`config.mk`:
```
export PLATFORM = sky130hd
export DESIGN_NAME = rx_ring_dma
export DESIGN_NICKNAME = d
export VERILOG_FILES = /design/src/rtl/rxr_pkg.sv /design/src/rtl/rxr_packer.sv /design/src/rtl/rxr_status.sv /design/src/rtl/rxr_ctrl.sv /design/src/rtl/rx_ring_dma.sv
export SDC_FILE = /design/constraint.sdc
export NUM_CORES = 1
export LEC_CHECK = 0
export ABC_AREA = 0
export BUFFER_PORTS_ARGS = -buffer_cell sky130_fd_sc_hd__buf_2
export CELL_PAD_IN_SITES_DETAIL_PLACEMENT = 1
export CELL_PAD_IN_SITES_GLOBAL_PLACEMENT = 1
export CORE_MARGIN = 4
export CORE_UTILIZATION = 47
export CTS_CLUSTER_DIAMETER = 50
export DETAILED_ROUTE_END_ITERATION = 7
export PLACE_DENSITY = 0.88
export RECOVER_POWER = 25
export SLEW_MARGIN = 20
export SYNTH_ARGS = -nofsm -noshare
export SYNTH_HDL_FRONTEND = slang
export SYNTH_SLANG_ARGS = --single-unit
```
`constraint.sdc`:
```
create_clock -name clk -period 9.8 [get_ports clk]
set_input_delay 0.49 -clock clk [delete_from_list [all_inputs] [get_ports clk]]
set_output_delay 0.49 -clock clk [all_outputs]
set_load 0.03 [all_outputs]
```
`src/rtl/rxr_pkg.sv`:
```
// Shared field positions and engine state encoding for the receive ring DMA.
// Assumes 32-bit descriptor words and byte-addressed memory.
package rxr_pkg;
    localparam int WORD_W      = 32;
    localparam int DESC_WORDS  = 4;
    localparam int OWN_BIT     = 31;
    localparam int LEN_LSB     = 16;
    localparam int LEN_W       = 11;
    localparam int EOR_BIT     = 25;
    localparam int LINK_BIT    = 24;
    localparam int TRUNC_BIT   = 0;
    localparam int STS_W       = 8;
    localparam int STS_DONE    = 6;
    localparam int STS_UNAVAIL = 7;

    typedef enum logic [2:0] {
        S_STOP,
        S_FETCH,
        S_READY,
        S_SUSP,
        S_RECV,
        S_FLUSH,
        S_WBACK
    } eng_state_t;
endpackage

```
`src/rtl/rxr_packer.sv`:
```
// Packs accepted frame bytes into little-endian words for the data buffer.
// Assumes at most one byte per cycle, so a packed word is written out the
// cycle after it completes and the memory port is then free. Bytes at or past
// the buffer size are discarded and flagged as truncation.
module rxr_packer
    import rxr_pkg::*;
#(
    parameter int AW = 32
) (
    input  logic             clk,
    input  logic             rst_n,
    input  logic             start,
    input  logic             byte_en,
    input  logic             last,
    input  logic [7:0]       byte_in,
    input  logic [LEN_W-1:0] buf_size,
    input  logic [AW-1:0]    buf_addr,
    output logic             wr_pend,
    output logic [AW-1:0]    wr_addr,
    output logic [31:0]      wr_data,
    output logic [3:0]       wr_be,
    output logic [LEN_W-1:0] byte_cnt,
    output logic             trunc
);
    logic [LEN_W-1:0] eff_cnt;
    logic [1:0]       lane;
    logic             fits;
    logic [AW-1:0]    word_addr;

    // Byte position of the incoming byte and whether it still fits the buffer.
    always_comb begin
        eff_cnt   = start ? '0 : byte_cnt;
        lane      = eff_cnt[1:0];
        fits      = eff_cnt < buf_size;
        word_addr = {buf_addr[AW-1:2], 2'b00} + AW'({eff_cnt[LEN_W-1:2], 2'b00});
    end

    // Accumulate bytes into the current word and raise a one-cycle write.
    always_ff @(posedge clk) begin
        if (!rst_n) begin
            wr_pend  <= 1'b0;
            wr_addr  <= '0;
            wr_data  <= '0;
            wr_be    <= '0;
            byte_cnt <= '0;
            trunc    <= 1'b0;
        end else begin
            wr_pend <= 1'b0;
            if (byte_en) begin
                if (start) begin
                    trunc <= 1'b0;
                end
                if (fits) begin
                    wr_data  <= ((lane == 2'd0) ? 32'h0 : wr_data) | (32'(byte_in) << (8 * lane));
                    wr_be    <= ((lane == 2'd0) ? 4'h0 : wr_be) | (4'b0001 << lane);
                    wr_addr  <= word_addr;
                    byte_cnt <= eff_cnt + 1'b1;
                    wr_pend  <= (lane == 2'd3) || last || ((eff_cnt + 1'b1) == buf_size);
                end else begin
                    byte_cnt <= eff_cnt;
                    trunc    <= 1'b1;
                end
            end
        end
    end
endmodule

```
`src/rtl/rxr_status.sv`:
```
// Event register with write-one-to-clear, interrupt masking and a saturating
// missed-frame counter. A set and a clear in the same cycle leave the bit set.
module rxr_status
    import rxr_pkg::*;
#(
    parameter int MISS_W = 16
) (
    input  logic              clk,
    input  logic              rst_n,
    input  logic              ev_done,
    input  logic              ev_unavail,
    input  logic              ev_miss,
    input  logic [STS_W-1:0]  clr,
    input  logic [STS_W-1:0]  mask,
    output logic [STS_W-1:0]  sts,
    output logic              irq,
    output logic [MISS_W-1:0] missed
);
    logic [STS_W-1:0] set_v;

    // Map engine events onto their event bit positions.
    always_comb begin
        set_v              = '0;
        set_v[STS_DONE]    = ev_done;
        set_v[STS_UNAVAIL] = ev_unavail;
    end

    // Event register: clear by writing ones, new events win.
    always_ff @(posedge clk) begin
        if (!rst_n) begin
            sts <= '0;
        end else begin
            sts <= (sts & ~clr) | set_v;
        end
    end

    // Missed-frame counter, stops at all ones.
    always_ff @(posedge clk) begin
        if (!rst_n) begin
            missed <= '0;
        end else if (ev_miss && (missed != {MISS_W{1'b1}})) begin
            missed <= missed + 1'b1;
        end
    end

    assign irq = |(sts & mask);
endmodule

```
`src/rtl/rxr_ctrl.sv`:
```
// Ring walker: holds the current descriptor pointer, reads descriptors,
// decides per frame whether to store or drop it, writes back the status word
// and selects the next descriptor. Assumes read data arrives one cycle after
// a read request and that frames are well formed (first ... last).
module rxr_ctrl
    import rxr_pkg::*;
#(
    parameter int AW = 32
) (
    input  logic             clk,
    input  logic             rst_n,
    input  logic [AW-1:0]    base_in,
    input  logic             base_ld,
    input  logic             poll,
    input  logic             rx_valid,
    input  logic             rx_first,
    input  logic             rx_last,
    input  logic [31:0]      mem_rdata,
    input  logic [LEN_W-1:0] pk_cnt,
    input  logic             pk_trunc,
    output logic             c_req,
    output logic             c_we,
    output logic [AW-1:0]    c_addr,
    output logic [31:0]      c_wdata,
    output logic [LEN_W-1:0] buf_size,
    output logic [AW-1:0]    buf_addr,
    output logic             pk_start,
    output logic             pk_byte_en,
    output logic             ev_done,
    output logic             ev_unavail,
    output logic             ev_miss
);
    localparam int FCNT_W = $clog2(DESC_WORDS + 1);

    eng_state_t        state;
    logic [AW-1:0]     cur_ptr;
    logic [AW-1:0]     base_q;
    logic [FCNT_W-1:0] fcnt;
    logic [31:0]       desc_q [DESC_WORDS];

    logic          own;
    logic          frame_start;
    logic          take;
    logic          idle;
    logic [AW-1:0] nxt_ptr;
    logic [31:0]   wb_word;
    logic [1:0]    cap_idx;

    // Frame admission and event decode from the held descriptor.
    always_comb begin
        own         = desc_q[0][OWN_BIT];
        frame_start = rx_valid && rx_first;
        take        = frame_start && (state == S_READY) && own;
        pk_start    = take;
        pk_byte_en  = take || ((state == S_RECV) && rx_valid);
        ev_miss     = frame_start && !take && (state != S_RECV);
        ev_unavail  = frame_start && (state == S_READY) && !own;
        ev_done     = (state == S_WBACK);
        idle        = (state == S_STOP) || (state == S_READY) || (state == S_SUSP);
        buf_size    = desc_q[1][LEN_W-1:0];
        buf_addr    = desc_q[2][AW-1:0];
        cap_idx     = fcnt[1:0] - 2'd1;
    end

    // Next descriptor: end of ring beats link, link beats sequential.
    always_comb begin
        if (desc_q[1][EOR_BIT]) begin
            nxt_ptr = base_q;
        end else if (desc_q[1][LINK_BIT]) begin
            nxt_ptr = {desc_q[3][AW-1:2], 2'b00};
        end else begin
            nxt_ptr = cur_ptr + AW'(DESC_WORDS * 4);
        end
    end

    // Status word handed back to software.
    always_comb begin
        wb_word                        = '0;
        wb_word[LEN_LSB +: LEN_W]      = pk_cnt;
        wb_word[TRUNC_BIT]             = pk_trunc;
    end

    // Memory requests issued by the ring walker.
    always_comb begin
        c_req   = 1'b0;
        c_we    = 1'b0;
        c_addr  = cur_ptr;
        c_wdata = '0;
        if ((state == S_FETCH) && (fcnt < FCNT_W'(DESC_WORDS))) begin
            c_req  = 1'b1;
            c_addr = cur_ptr + AW'({fcnt, 2'b00});
        end else if (state == S_WBACK) begin
            c_req   = 1'b1;
            c_we    = 1'b1;
            c_wdata = wb_word;
        end
    end

    // Engine sequencing, pointer and descriptor capture.
    always_ff @(posedge clk) begin
        if (!rst_n) begin
            state   <= S_STOP;
            cur_ptr <= '0;
            base_q  <= '0;
            fcnt    <= '0;
            for (int i = 0; i < DESC_WORDS; i++) begin
                desc_q[i] <= '0;
            end
        end else begin
            if (base_ld) begin
                base_q <= base_in;
            end
            case (state)
                S_FETCH: begin
                    fcnt <= fcnt + 1'b1;
                    if (fcnt != '0) begin
                        desc_q[cap_idx] <= mem_rdata;
                    end
                    if (fcnt == FCNT_W'(DESC_WORDS)) begin
                        state <= S_READY;
                    end
                end
                S_RECV: begin
                    if (rx_valid && rx_last) begin
                        state <= S_FLUSH;
                    end
                end
                S_FLUSH: begin
                    state <= S_WBACK;
                end
                S_WBACK: begin
                    cur_ptr <= nxt_ptr;
                    fcnt    <= '0;
                    state   <= S_FETCH;
                end
                default: begin
                    if (take) begin
                        state <= rx_last ? S_FLUSH : S_RECV;
                    end else if (frame_start && (state == S_READY)) begin
                        state <= S_SUSP;
                    end else if (idle && base_ld) begin
                        cur_ptr <= base_in;
                        fcnt    <= '0;
                        state   <= S_FETCH;
                    end else if (poll && (state != S_STOP)) begin
                        fcnt  <= '0;
                        state <= S_FETCH;
                    end
                end
            endcase
        end
    end
endmodule

```
`src/rtl/rx_ring_dma.sv`:
```
// Top of the receive descriptor ring DMA engine. Joins the ring walker, the
// byte packer and the event block, and shares the single memory port: a
// pending packed word always goes first, which never collides because the
// walker only accesses memory while no frame data is in flight.
module rx_ring_dma
    import rxr_pkg::*;
#(
    parameter int AW     = 32,
    parameter int MISS_W = 16
) (
    input  logic              clk,
    input  logic              rst_n,
    input  logic [AW-1:0]     rx_base,
    input  logic              rx_base_ld,
    input  logic              rx_poll,
    input  logic              rx_valid,
    input  logic              rx_first,
    input  logic              rx_last,
    input  logic [7:0]        rx_data,
    output logic              mem_req,
    output logic              mem_we,
    output logic [AW-1:0]     mem_addr,
    output logic [3:0]        mem_be,
    output logic [31:0]       mem_wdata,
    input  logic [31:0]       mem_rdata,
    output logic [STS_W-1:0]  sts,
    input  logic [STS_W-1:0]  sts_clr,
    input  logic [STS_W-1:0]  irq_mask,
    output logic              irq,
    output logic [MISS_W-1:0] missed
);
    logic             c_req, c_we;
    logic [AW-1:0]    c_addr;
    logic [31:0]      c_wdata;
    logic [LEN_W-1:0] buf_size;
    logic [AW-1:0]    buf_addr;
    logic             pk_start, pk_byte_en;
    logic             ev_done, ev_unavail, ev_miss;
    logic             pk_pend;
    logic [AW-1:0]    pk_addr;
    logic [31:0]      pk_data;
    logic [3:0]       pk_be;
    logic [LEN_W-1:0] pk_cnt;
    logic             pk_trunc;

    rxr_ctrl #(.AW(AW)) u_ctrl (
        .clk        (clk),
        .rst_n      (rst_n),
        .base_in    (rx_base),
        .base_ld    (rx_base_ld),
        .poll       (rx_poll),
        .rx_valid   (rx_valid),
        .rx_first   (rx_first),
        .rx_last    (rx_last),
        .mem_rdata  (mem_rdata),
        .pk_cnt     (pk_cnt),
        .pk_trunc   (pk_trunc),
        .c_req      (c_req),
        .c_we       (c_we),
        .c_addr     (c_addr),
        .c_wdata    (c_wdata),
        .buf_size   (buf_size),
        .buf_addr   (buf_addr),
        .pk_start   (pk_start),
        .pk_byte_en (pk_byte_en),
        .ev_done    (ev_done),
        .ev_unavail (ev_unavail),
        .ev_miss    (ev_miss)
    );

    rxr_packer #(.AW(AW)) u_pack (
        .clk      (clk),
        .rst_n    (rst_n),
        .start    (pk_start),
        .byte_en  (pk_byte_en),
        .last     (rx_last),
        .byte_in  (rx_data),
        .buf_size (buf_size),
        .buf_addr (buf_addr),
        .wr_pend  (pk_pend),
        .wr_addr  (pk_addr),
        .wr_data  (pk_data),
        .wr_be    (pk_be),
        .byte_cnt (pk_cnt),
        .trunc    (pk_trunc)
    );

    rxr_status #(.MISS_W(MISS_W)) u_sts (
        .clk        (clk),
        .rst_n      (rst_n),
        .ev_done    (ev_done),
        .ev_unavail (ev_unavail),
        .ev_miss    (ev_miss),
        .clr        (sts_clr),
        .mask       (irq_mask),
        .sts        (sts),
        .irq        (irq),
        .missed     (missed)
    );

    // Memory port sharing: packed frame data first, then the walker.
    always_comb begin
        if (pk_pend) begin
            mem_req   = 1'b1;
            mem_we    = 1'b1;
            mem_addr  = pk_addr;
            mem_be    = pk_be;
            mem_wdata = pk_data;
        end else begin
            mem_req   = c_req;
            mem_we    = c_we;
            mem_addr  = c_addr;
            mem_be    = 4'hF;
            mem_wdata = c_wdata;
        end
    end
endmodule

```
# Word level (Yosys, flattened, before mapping)

Memory sizes are Yosys's and may differ from the RTL's.
Cells that the tools add are included.

Memories kept: 1
Bits in read-only memories: 0
Memory bits (writable): 128
Flip-flop bits (word level): 175
Output and inout port bits: 95
Bits in latches: 0

Div/mod/pow operators: 0
Equal/unequal tests: 18
Bitwise gates (word level): 8
Reductions and logical operators: 36
Add/sub/neg operators: 7
Magnitude comparators: 2
Shifts and indexed selects: 2
Multipliers: 0
Mux-type cells: 44

Memory list:

| memory        | depth | bits a word | rd ports | clocked after memory_dff | write ports | line           | text |
|---|---|---|---|---|---|---|---|
| u_ctrl.desc_q | 4     | 32          | 4        | 0                        | 4           | rxr_ctrl.sv:39 | `logic [31:0] desc_q [DESC_WORDS];` |

Operators with widths:

| operator                                                         | number |
|---|---|
| 32-bit two-way mux                                               | 11 |
| 32-bit one-hot mux with 2 select lines                           | 1 |
| 32-bit by 11-bit adder with 32-bit output                        | 1 |
| 32-bit by 5-bit adder with 32-bit output                         | 1 |
| 32-bit by 5-bit adder with 32-bit output (second input constant) | 1 |
| 32-bit OR                                                        | 1 |
| 32-bit OR reduction                                              | 1 |
| 8-bit by 5-bit << shifter with 32-bit output                     | 1 |
| 3-bit two-way mux                                                | 10 |
| 27-bit two-way mux                                               | 1 |
| 11-bit two-way mux                                               | 2 |
| 16-bit by 1-bit adder with 16-bit output (second input constant) | 1 |
| 8-bit AND                                                        | 2 |
| 16-bit inequality test (second input constant)                   | 1 |
| 1-bit two-way mux                                                | 14 |
| 3-bit == test (second input constant)                            | 4 |
| 1-bit logical AND                                                | 12 |
| 3-bit one-hot mux with 4 select lines                            | 1 |
| 11-bit by 1-bit adder with 11-bit output (second input constant) | 1 |
| 11-bit == test                                                   | 1 |
| 11-bit < comparator                                              | 1 |
| 3-bit inequality test (second input constant)                    | 3 |
| 3-bit one-hot mux with 3 select lines                            | 1 |
| 4-bit two-way mux                                                | 2 |
| other kinds (28)                                                 | 42 |

# Logic depth before layout (Yosys ltp)

Depth after elaboration: 8
Gate-level depth with buffers: 18
Depth with buffers taken out: 12

# Modules after synthesis

Synthesis repeated with hierarchy kept, for this count alone.

Cell total of the unflattened synthesis: 1,630
Area, all modules: 15,204.6 sq um

By module, submodules not included:

| module      | seq. area each (sq um) | cells an instance | area each (sq um) | times used |
|---|---|---|---|---|
| rxr_ctrl    | 3,683.5                | 841               | 8,069.0           | 1 |
| rxr_packer  | 1,581.5                | 583               | 4,875.9           | 1 |
| rx_ring_dma | 0.0                    | 78                | 1,141.1           | 1 |
| rxr_status  | 480.5                  | 128               | 1,118.6           | 1 |

# Worst setup path before layout

No wires, ideal clock.

Path kind: register -> register
Start point: register u_ctrl.state[2]
End point: memory u_ctrl.desc_q[2][10] (enable)
Library setup time: 459 ps
Arrival: 3,616 ps
Data required time: 9,341 ps
Period minus slack after synthesis: 4,075 ps
Stages on the path, launching flop included: 7
Setup slack: 5,725 ps
Cell sequence: dfxtp_1 -> clkbuf_1 -> nor3_1 -> o21ai_0 -> nor2_1 -> nand2_1 -> o21ai_0

RTL lines:

| element                | line            | text |
|---|---|---|
| from (decl)            | rxr_ctrl.sv:35  | `eng_state_t state;` |
| from (signal assigned) | rxr_ctrl.sv:138 | `state <= rx_last ? S_FLUSH : S_RECV;` |
| to (decl)              | rxr_ctrl.sv:39  |  |

==> impl_metrics.tcl <==
set metrics [dict create \
    route.detailed.wl_per_inst_um 23.4 \
    clock_sinks 247 \
    vias 13300 \
    power_switching_share_pct 32.2 \
    post-route-period-util_pct 56.9 \
    place_congestion 0.957 \
    violations_in_the_final_reports "capacitance limit, slew limit" \
    post_synth_top_area_cell "dfxtp_1" \
    dp_hpwl_mm 35.7 \
    cp_slowest_stage_delay_ns 1.83 \
    dp_slack_ns 5.09 \
    grt.total_usage_pct 29.3 \
    timing_worst_slew_pin_value_ns 3.68 \
    critPathCaptureType "flip-flop" \
    cts_root_buf "clkbuf_16" \
    die_height_um 180 \
    worstHoldPathCells 2 \
    drt_first_iter_violations 1324 \
    cts_htree_levels 1 \
    post-cts-setup-buffer-count 0 \
    vias_per_cell 6.22 \
    timing.final.crit_period_ns 5.58 \
    worst_setup_path_start_kind "input pin" \
    first_global_vias 13500 \
    clk_latency_ns 0.57 \
    post_synth_edffs 74 \
    p_int_mw 2.00 \
    cts.path.max_buffers 3 \
    insertedDiodeCount 0 \
    synthCells 1612 \
    critical-path-slowest-cell "clkinvlp_2" \
    layout-area-overhead-vs-synth_pct 14.8 \
    worstHoldPathType "input pin to flip-flop" \
    synth.ff_latch_count 247 \
    post-layout-total-power_mw 2.96 \
    worst_clock_skew_ns 0.0148 \
    worst-path-max-fanout 74 \
    cts_tree "done" \
    timing.critical_path.cells "clkbuf_1, clkinvlp_2, clkbuf_1, nor3_1, nand3_1, nand3_1" \
    most_frequent_cells_in_the_layout "dfxtp_1 (173), nand2_1 (170), buf_2 (153)" \
    cell_count_along_the_critical_path 6 \
    gr-total-overflow 0 \
    cellPowerDensity_mw_per_mm2 185 \
    floorplan.initialDensity_pct 48.1 \
    drc_violations_left 0 \
    p_clk_share_pct 38.5 \
    yosys.cell_types.count 84 \
    cts-buffers-inserted 31 \
    crit_buf_inv 3 \
    die_area_mm2 0.0324 \
    netlist_top_cells_area "dfxtp_1 (25%), edfxtp_1 (16%), and2_1 (4.6%)" \
    timing.final.max_slew_violations 102 \
    antenna_violating_nets_post_route 0 \
    arrival_ns 6.08 \
    count_of_maximum_capacitance_violations 3 \
    rows 62 \
    r2r_cell_count 11 \
    drive_above_1_share_pct 14.2 \
    fmax_mhz 179 \
    outcome "finished with violations" \
    synth-seq-area-share_pct 40.8 \
    crit_path_class "input pin to flip-flop" \
    syn_avg_cell_area_um2 8.64 \
    async_sr_flop_fraction_pct 0 \
    rsz0062_at_grt "no" \
    netSwitchingPower_uw 953 \
    critPathTopFamily "buffers and inverters" \
    postCtsHoldBufs 0 \
    synth_area_mm2 0.0139 \
    finalSetupTns_ns 0 \
    die_width_um 180 \
    worst-endpoint-required_ns 10.31 \
    synthesis.yosys.warnings 0 \
    mostFrequentLayoutCell "dfxtp_1" \
    setup_violations 0 \
    grt_pass1_wl_mm 77.7 \
    ys.flop_type "dfxtp_1" \
    port_buffers 189 \
    design_area_mm2 0.0160 \
    grt_max_degree 75 \
    syn-num-nets 1722 \
    static-leakage-power_nw 5.92 \
    seq_power_share_pct 42.5 \
    yosys.area.top_type_share_pct 24.9 \
    ir_drop_mv 0.133 \
    finish.net_count 1836 \
    slew_headroom_pct -145 \
    initial_antenna_violation_count 3 \
    share_comb_of_total_power_pct 19.1 \
    detail_route.first_pass.iterations 5 \
    drt_wl_total_mm 49.9 \
    clkSlewWorstSetupHoldPaths_ns 0.06 \
    report.final.hold_viol_count 0 \
    fin_ws_ns 4.22 \
    coreArea_mm2 0.0289 \
    io_pins 190 \
    postPlaceCellArea_mm2 0.0150 \
    post_cts_resized 0 \
]
metal layers:
layer | vias up | share of wire [%] | GRT usage (%)
li1 | 6013 | - | -
met1 | 6580 | 42 | 38.5
met2 | 543 | 48 | 49.0
met3 | 127 | 6.5 | 5.11
met4 | 6 | 3.9 | 10.5
met5 | - | 0.078 | 0
synthesized netlist by cell type (6+ instances only):
cell type	count
a32o_1	21
o2bb2ai_1	16
a311oi_1	6
o22ai_1	7
inv_1	40
nor4_1	12
clkbuf_1	96
o21ai_0	117
and2_1	103
xnor2_1	69
buf_1	10
o221ai_1	9
and3_1	13
buf_2	14
a211oi_1	21
a31oi_1	17
a22oi_1	10
nor2_1	133
edfxtp_1	74
nand2_1	170
nand4_1	28
a221oi_1	7
or3_1	26
mux2i_1	51
nor3b_1	8
and4_1	10
nor3_1	31
nand3_1	53
a21oi_1	67
ha_1	14
o211ai_1	23
o31ai_1	6
nand2b_1	19
nor2b_1	10
xor2_1	36
dfxtp_1	173
per-stage QoR:
step | hold slack, ns | utilization [%] | std cells
3_3_place_gp | 0.443 | 51.8 | 2076
4_1_cts | 0.0677 | 55.3 | 2133
6_report | 0.0825 | 55.2 | 2134
2_1_floorplan | 0.424 | - | 1612
5_1_grt | 0.0723 | 55.2 | 2134
3_5_place_dp | 0.445 | 51.8 | 2076
power by group through the flow:
stage	combinational (mW)	sequential [mW]	clock (mW)
floorplan	0.409	1.20	0
global route	0.606	1.26	1.20
detailed placement	0.551	1.27	0
CTS	0.558	1.25	1.15
global placement	0.530	1.26	0
finish	0.564	1.26	1.14
state kept, by name (all words and copies together) (netlist names), named ones only:
name / flops
u_pack.byte_cnt: 11
u_pack.wr_data: 32
u_ctrl.base_q: 32
u_ctrl.cur_ptr: 32
u_pack.wr_addr: 30
u_ctrl.state: 3
u_pack.trunc: 1
u_ctrl.desc_q: 74
u_sts.sts: 8
u_pack.wr_be: 2
u_ctrl.fcnt: 3
u_pack.wr_pend: 1
u_sts.missed: 16
path summary, 6_finish.rpt:
path,from,slack [ns],to
setup / recovery,rst_n,4.22,u_pack.wr_addr[30]
hold / removal,sts_clr[4],0.08,u_sts.sts[4]
setup reg to reg,u_ctrl.state[1],5.33,u_pack.wr_data[25]
hold reg to reg,u_pack.wr_data[10],0.46,u_pack.wr_data[10]
cell type report:
type                       instances  area (um2)
clock buffer                      45         890
clock inverter                    12         136
fill                            3454       12900
inverter                          40         151
multi-input combinational       1199        7590
sequential                       247        5690
tap                              384         480
timing repair buffer             207        1050
worst register-to-register path, cell delays in order (launching register included):
cell	delay, ns
dfxtp_1	0.78
and2_1	0.48
nand2_4	0.31
nand2_1	0.41
ha_1	0.25
nor2_1	0.05
a21oi_1	0.15
a211oi_1	0.09
o221a_1	0.37
or2_1	0.55
nor3_2	0.69
a32o_1	0.28
cell families after synthesis:
group	count (synthesis)	synth area share, %
AO/OA/AOI/OAI	380	18.4
flip-flops	247	40.8
multiplexers	53	3.83
XOR/XNOR	105	6.60
AND/OR/NAND/NOR	646	24.0
buffers and inverters	166	4.90
adder cells (fa/ha/maj)	15	1.40
(Power assumes the default switching activity.)
